File: config.mk
export PLATFORM = sky130hd
export DESIGN_NAME = lcd_timing_gen
export DESIGN_NICKNAME = d
export VERILOG_FILES = /design/src/rtl/lcd_timing_gen.sv
export SDC_FILE = /design/constraint.sdc
export NUM_CORES = 1
export LEC_CHECK = 0
export BUFFER_PORTS_ARGS = -buffer_cell sky130_fd_sc_hd__buf_2
export CAP_MARGIN = 25
export CORE_UTILIZATION = 54
export DETAILED_ROUTE_END_ITERATION = 8
export PLACE_DENSITY = 0.74
export SLEW_MARGIN = 5
export SYNTH_ARGS = -nofsm -noshare
export SYNTH_HDL_FRONTEND = slang
export SYNTH_SLANG_ARGS = --single-unit
File: constraint.sdc
create_clock -name clk -period 5.5 [get_ports clk]
set_input_delay 0.55 -clock clk [delete_from_list [all_inputs] [get_ports clk]]
set_output_delay 0.55 -clock clk [all_outputs]
set_load 0.005 [all_outputs]
File: src/rtl/lcd_timing_gen.sv
module lcd_timing_gen #(
  parameter int CW = 16,
  parameter int SW = 10,
  parameter int AW = 3
) (
  input  logic            clk,
  input  logic            rst_n,
  input  logic            pix_ce,
  input  logic            wr_en,
  input  logic [AW-1:0]   wr_addr,
  input  logic [2*CW-1:0] wr_data,
  input  logic [AW-1:0]   rd_addr,
  output logic [2*CW-1:0] rd_data,
  output logic            hsync_o,
  output logic            vsync_o,
  output logic            de_o,
  output logic            pclk_o,
  output logic            sof_o,
  output logic            eof_o,
  output logic [CW-1:0]   hpos_o,
  output logic [CW-1:0]   vpos_o,
  output logic            stopped_o
);
  localparam int DW = 2 * CW;
  localparam logic [AW-1:0] A_CTRL = AW'(0);
  localparam logic [AW-1:0] A_STAT = AW'(1);
  localparam logic [AW-1:0] A_POL  = AW'(2);
  localparam logic [AW-1:0] A_HSW  = AW'(3);
  localparam logic [AW-1:0] A_VSW  = AW'(4);
  localparam logic [AW-1:0] A_TOT  = AW'(5);
  localparam logic [AW-1:0] A_HWIN = AW'(6);
  localparam logic [AW-1:0] A_VWIN = AW'(7);
  localparam int B_RUN  = 3;
  localparam int B_STOP = 4;
  localparam int B_POL  = 8;

  logic [SW-1:0] hsw, vsw;
  logic [CW-1:0] htot, vtot, hbeg, hend, vbeg, vend;
  logic [3:0]    pol;
  logic [CW-1:0] hcnt, vcnt;
  logic          running, dis_req, stopped, pclk_r;

  wire step      = running & pix_ce;
  wire h_last    = ({1'b0, hcnt} + 1'b1) >= {1'b0, htot};
  wire v_last    = ({1'b0, vcnt} + 1'b1) >= {1'b0, vtot};
  wire frame_end = step & h_last & v_last;
  wire ctrl_wr   = wr_en && (wr_addr == A_CTRL);

  always_ff @(posedge clk or negedge rst_n) begin
    if (!rst_n) begin
      hsw <= '0; vsw <= '0; htot <= '0; vtot <= '0;
      hbeg <= '0; hend <= '0; vbeg <= '0; vend <= '0;
      pol <= '0; hcnt <= '0; vcnt <= '0;
      running <= 1'b0; dis_req <= 1'b0; stopped <= 1'b0; pclk_r <= 1'b0;
    end else begin
      pclk_r <= step;
      if (wr_en) begin
        case (wr_addr)
          A_POL:  pol <= wr_data[B_POL +: 4];
          A_HSW:  hsw <= wr_data[SW-1:0];
          A_VSW:  vsw <= wr_data[SW-1:0];
          A_TOT:  {htot, vtot} <= wr_data;
          A_HWIN: {hbeg, hend} <= wr_data;
          A_VWIN: {vbeg, vend} <= wr_data;
          A_STAT: stopped <= stopped & wr_data[0];
          default: ;
        endcase
      end
      if (running) begin
        if (ctrl_wr && wr_data[B_STOP]) dis_req <= 1'b1;
        if (step) begin
          hcnt <= h_last ? '0 : hcnt + 1'b1;
          if (h_last) vcnt <= v_last ? '0 : vcnt + 1'b1;
        end
        if (frame_end && dis_req) begin
          running <= 1'b0;
          dis_req <= 1'b0;
          stopped <= 1'b1;
          hcnt    <= '0;
          vcnt    <= '0;
        end
      end else if (ctrl_wr && wr_data[B_RUN] && !wr_data[B_STOP]) begin
        running <= 1'b1;
        hcnt    <= '0;
        vcnt    <= '0;
      end
    end
  end

  wire hs_act = running && (hcnt < CW'(hsw));
  wire vs_act = running && (vcnt < CW'(vsw));
  wire de_act = running && (hcnt >= hbeg) && (hcnt < hend) &&
                (vcnt >= vbeg) && (vcnt < vend);

  assign vsync_o   = vs_act ^ pol[0];
  assign de_o      = de_act ^ pol[1];
  assign pclk_o    = pclk_r ^ pol[2];
  assign hsync_o   = hs_act ^ pol[3];
  assign sof_o     = step && (hcnt == '0) && (vcnt == '0);
  assign eof_o     = frame_end;
  assign hpos_o    = hcnt;
  assign vpos_o    = vcnt;
  assign stopped_o = stopped;

  always_comb begin
    rd_data = '0;
    case (rd_addr)
      A_CTRL: begin
        rd_data[B_RUN]  = running;
        rd_data[B_STOP] = dis_req;
      end
      A_STAT: rd_data[0] = stopped;
      A_POL:  rd_data[B_POL +: 4] = pol;
      A_HSW:  rd_data[SW-1:0] = hsw;
      A_VSW:  rd_data[SW-1:0] = vsw;
      A_TOT:  rd_data = {htot, vtot};
      A_HWIN: rd_data = {hbeg, hend};
      A_VWIN: rd_data = {vbeg, vend};
      default: rd_data = '0;
    endcase
  end
endmodule

After elaboration in Yosys (flattened, before gate mapping)
Index checks and enable logic that the tools add are counted.

Add/sub/neg operators: 4. $lt $le $gt $ge: 8. Equality and inequality tests: 16. Multiplexer cells: 26. Bitwise operators: 8. Reduce and logical (&&, ||, !) cells: 29.

Operators with widths (count): $mux W16 (10); $pmux W20 S3 (1); $add A16 B1 Y17 const B (2); $ge A17 B16 Y1 (2); $add A16 B1 Y16 const B (2); $ge A16 B16 Y1 (2); $logic_not A16 Y1 (2); $lt A16 B10 Y1 (2); $lt A16 B16 Y1 (2); $eq A3 B3 Y1 const B (8); $pmux W2 S6 (2); $reduce_and A2 Y1 (8); $pmux W3 S5 (1); $logic_and A1 B1 Y1 (13); $eq A3 B2 Y1 const B (4); $pmux W2 S5 (1); $mux W1 (9); $pmux W2 S4 (1); $eq A3 B1 Y1 const B (2); $logic_not A3 Y1 (2); $ne A3 B1 Y1 const B (2); $pmux W1 S6 (1); $and A1 B1 Y1 (4); $reduce_bool A2 Y1 (2); other kinds (3) (6).

Flip-flop bits (word level): 156. Input bits: 42. Output and inout port bits: 71. Word-level logic and storage cells: 106.

Longest topological paths before layout
Word-level depth: 7. Mapped depth: 15. Gate-level depth less buffers: 15.

Worst setup path after synthesis
OpenSTA, ideal clock, no wires.

Path type: register to output. Start point: register hcnt[2] (netlist: hpos_o[2]). End point: output port eof_o. Data arrival time: 2.867 ns. Required time: 4.950 ns. Slack: 2.083 ns. Cell stages (with the launch flop): 14. Buffers on the path: 1. Cells stage by stage: dfrtp_1 -> buf_2 -> nand3_1 -> nor2_1 -> and4_1 -> and2_1 -> and3_1 -> xor2_1 -> ha_1 -> nand3_1 -> nor4_1 -> a22o_1 -> nor2_1 -> nor3_1.

Cells in the longest elaborated chain, start to end: 4.

Ends and longest elaborated chain: from (decl) (line 40) `logic [CW-1:0] hcnt, vcnt;`; from (signal assigned) (line 72) `hcnt <= h_last ? '0 : hcnt + 1'b1;`; $add A16 B1 Y17 (line 44) `wire h_last = ({1'b0, hcnt} + 1'b1) >= {1'b0, htot};`; $ge A17 B16 Y1 (line 44); $and A1 B1 Y1 (2 in a row) (line 46) `wire frame_end = step & h_last & v_last;`; to (decl) (line 19) `output logic eof_o,`.

Every way passes these cells.

Worst setup path after layout
Start point: register vcnt[1] (netlist: vpos_o[1]). End point: output port eof_o.

Cells in the longest elaborated chain, start to end: 3.

Ends and longest elaborated chain: from (decl) (line 40); from (signal assigned) (line 73) `if (h_last) vcnt <= v_last ? '0 : vcnt + 1'b1;`; $add A16 B1 Y17 (line 45) `wire v_last = ({1'b0, vcnt} + 1'b1) >= {1'b0, vtot};`; $ge A17 B16 Y1 (line 45); $and A1 B1 Y1 (line 46).

Every way passes these cells.

==> flow_metrics.tcl <==
set metrics [dict create \
    status "finished, final reports clean" \
    synth-seq-cells 156 \
    seqCellArea_mm2 0.003904 \
    die-area_mm2 0.02030 \
    place_hpwl_um 23080 \
    syn_area_mm2 0.01066 \
    finalSetupTns_ps 0 \
    initial_core_util_pct 54.94 \
    grtUsageTotal_pct 33.16 \
    power_density_mw_per_mm2 362.8 \
    std_cell_rows 51 \
    pwr-share-clk_pct 28.1 \
    seqPwrFrac_pct 38.2 \
    synth_flop_cell "dfrtp_1" \
    crit_family "simple AND/OR/NAND/NOR gates" \
    first_pass_iters 5 \
    finalSetupViolCount 0 \
    clk_latency_ps 440 \
    num-nets-final 1359 \
    cap_violations 0 \
    cp_slowest_cell "dfrtp_1" \
    slew_violations 0 \
    rsz0062_at_grt "false" \
    die_y_um 142.5 \
    path_clk_slew_ps 70 \
    finalCritPeriodShare_pct 88.25 \
    drt_iter0_drc 942 \
    synth.area.top_cells "dfrtp_1 (37%), ha_1 (14%), mux2_2 (12%), inv_1 (4.3%), o21ai_0 (3.9%)" \
    p_comb_share_pct 33.7 \
    htree_levels 4 \
    grt_max_degree 86 \
    synthArstFlopShare_pct 100.0 \
    cts.path.max_buffers 2 \
    routed_wl_um 32210 \
    crit_fanout 9 \
    hp-class "input pin to asynchronous set/reset pin" \
    grt_pass1_wl_um 50230 \
    fmax_mhz 206.0 \
    min_period_ps 4854 \
    wire_per_inst_um 21.78 \
    synth_top_area_share_pct 36.63 \
    antenna_found_initial 0 \
    ctsResizeCount 0 \
    seq_area_frac_synth_pct 36.63 \
    num_antenna_cells 0 \
    start_kind "flop" \
    hold_buffers 0 \
    ioPinCount 113 \
    placed_cells 1447 \
    worst_slew_pin_slew_ps 1038 \
    p_sw_share_pct 37.71 \
    die_w_um 142.5 \
    worst_ep_required_time_ps 4950 \
    antenna_left 0 \
    port_buffers 112 \
    synth_cell_types 66 \
    leakagePower_nw 6.084 \
    cts-root-buf "clkbuf_16" \
    synth_edf_count 0 \
    dr_total_vias 9128 \
    numCtsBuffers 17 \
    gp_routability_congestion 0.9202 \
    drive_gt1_share_pct 23.56 \
    yosysTopAreaCell "dfrtp_1" \
    end_kind "primary output" \
    cts_tree "done" \
    final-instance-count-excl-fill 1479 \
    ys.warnings.count 0 \
    synth_area_per_cell_um2 9.636 \
    yosys.cell_count.top_type "dfrtp_1" \
    fin_skew_ps 12.41 \
    synth_common_cells "dfrtp_1 (156), inv_1 (123), ha_1 (116)" \
    p_int_mw 2.724 \
    nFillCells 1667 \
    cts_setup_buffers 0 \
    slowest_delay_ps 520 \
    critPathKind "flop to primary output" \
    p_switching_mw 1.649 \
    vdd_drop_max_v 0.0002698 \
    crit_start "vpos_o[1]$_DFFE_PN0P_" \
    syn_inst 1106 \
    final_hold_viol_count 0 \
    r2r_start "vpos_o[1]$_DFFE_PN0P_" \
    drc 0 \
    viasPerCell 6.172 \
    cp.arrival_ps 4300 \
    relSlewSlack_pct 30.58 \
    multi_input_area_mm2 0.006098 \
    syn_to_final_growth_pct 13.09 \
    grt_overflow_total 0 \
    path_buf_inv 1 \
    syn_nets 1264 \
    cts_sinks 156 \
    coreArea_mm2 0.01940 \
    grt_pass1_vias 8889 \
    crit_chain "ha_1 -> and3_4 -> nand3_2 -> nor2_1 -> nand3_1 -> xnor2_1 -> ha_1 -> nand4_1 -> nor2_1 -> o31ai_1 -> a21oi_2 -> nor2b_1 -> nor3_1 -> buf_2" \
]
-- area by class of cell --
class                           instances  share of cell area [%]
Multi-Input combinational cell        779                   50.60
Tap cell                              265                   2.751
Clock buffer                           17                   3.530
Timing Repair Buffer                  124                   5.429
Inverter                              123                   3.831
Sequential cell                       156                   32.39
Clock inverter                         15                   1.474
-- power groups by stage --
stage | clock, mW | combinational [mW] | sequential, mW
2_1_floorplan | 0 | 1.00 | 1.57
3_3_place_gp | 0 | 1.41 | 1.66
3_5_place_dp | 0 | 1.44 | 1.68
4_1_cts | 1.23 | 1.46 | 1.66
5_1_grt | 1.28 | 1.65 | 1.70
6_report | 1.23 | 1.47 | 1.67
-- worst paths after layout --
kind,to,slack [ps],cells after the start
max reg2reg,vpos_o[5]$_DFFE_PN0P_,1330,14
min in group clk,vtot[14]$_DFFE_PN0P_,370,2
min,hend[5]$_DFFE_PN0P_,180,1
min reg2reg,htot[2]$_DFFE_PN0P_,510,1
max,eof_o,650,14
max in group asynchronous,vbeg[2]$_DFFE_PN0P_,4220,2
-- routing by layer --
metal	vias up	GRT usage, %	wire (um)
li1	4143	-	-
met1	4459	43.76	13610
met2	447	52.61	14640
met3	79	6.460	2642
met4	0	15.11	1326
met5	-	0	0
-- state kept, by name, summed over array words and instances, names as in the netlist --
name       flops
hend          16
pclk_r         1
stopped_o      1
vtot          16
vpos_o        16
htot          16
hpos_o        16
hbeg          16
vend          16
dis_req        1
vbeg          16
pol            4
vsw           10
hsw           10
running        1
-- metrics by stage --
stage	cell area [um2]	setup WS (ps)	total power [mW]	utilization (%)	hold slack [ps]
3_5_place_dp	11450	1260	3.119	59.02	493.7
2_1_floorplan	10660	2083	2.576	-	254.4
6_report	12050	646.3	4.373	62.13	181.4
3_3_place_gp	11440	1261	3.071	59.00	486.2
5_1_grt	12050	337.2	4.631	62.13	230.5
4_1_cts	12050	742.6	4.349	62.13	214.7
-- cells by family (layout without fill, tap and decap cells) --
| logic type | after synthesis | in the layout | synth area share (%) |
|---|---|---|---|
| buffers and inverters | 171 | 279 | 6.152 |
| DFF | 156 | 156 | 36.63 |
| and+or+nand+nor | 270 | 270 | 13.10 |
| xor gates and xnor gates | 27 | 27 | 2.219 |
| AOI/OAI and AO/OA | 236 | 236 | 14.63 |
| muxes | 130 | 130 | 13.65 |
| adders and majority gates | 116 | 116 | 13.62 |
-- cell usage in the layout, fill, tap and decap left out, types with 12 or more instances in the layout --
cell	instances
xnor2_1	15
a21o_1	19
buf_2	112
nor2b_1	28
ha_1	116
a22oi_1	22
nand4_1	22
mux2_2	113
dfrtp_1	156
mux2i_1	16
o21ai_0	84
nand3_1	28
nand2_1	88
xor2_1	12
clkbuf_16	17
nor2_1	33
nor3_1	19
a22o_1	21
a21oi_1	31
inv_1	123
No activity file was read; power rests on OpenSTA's default activity.
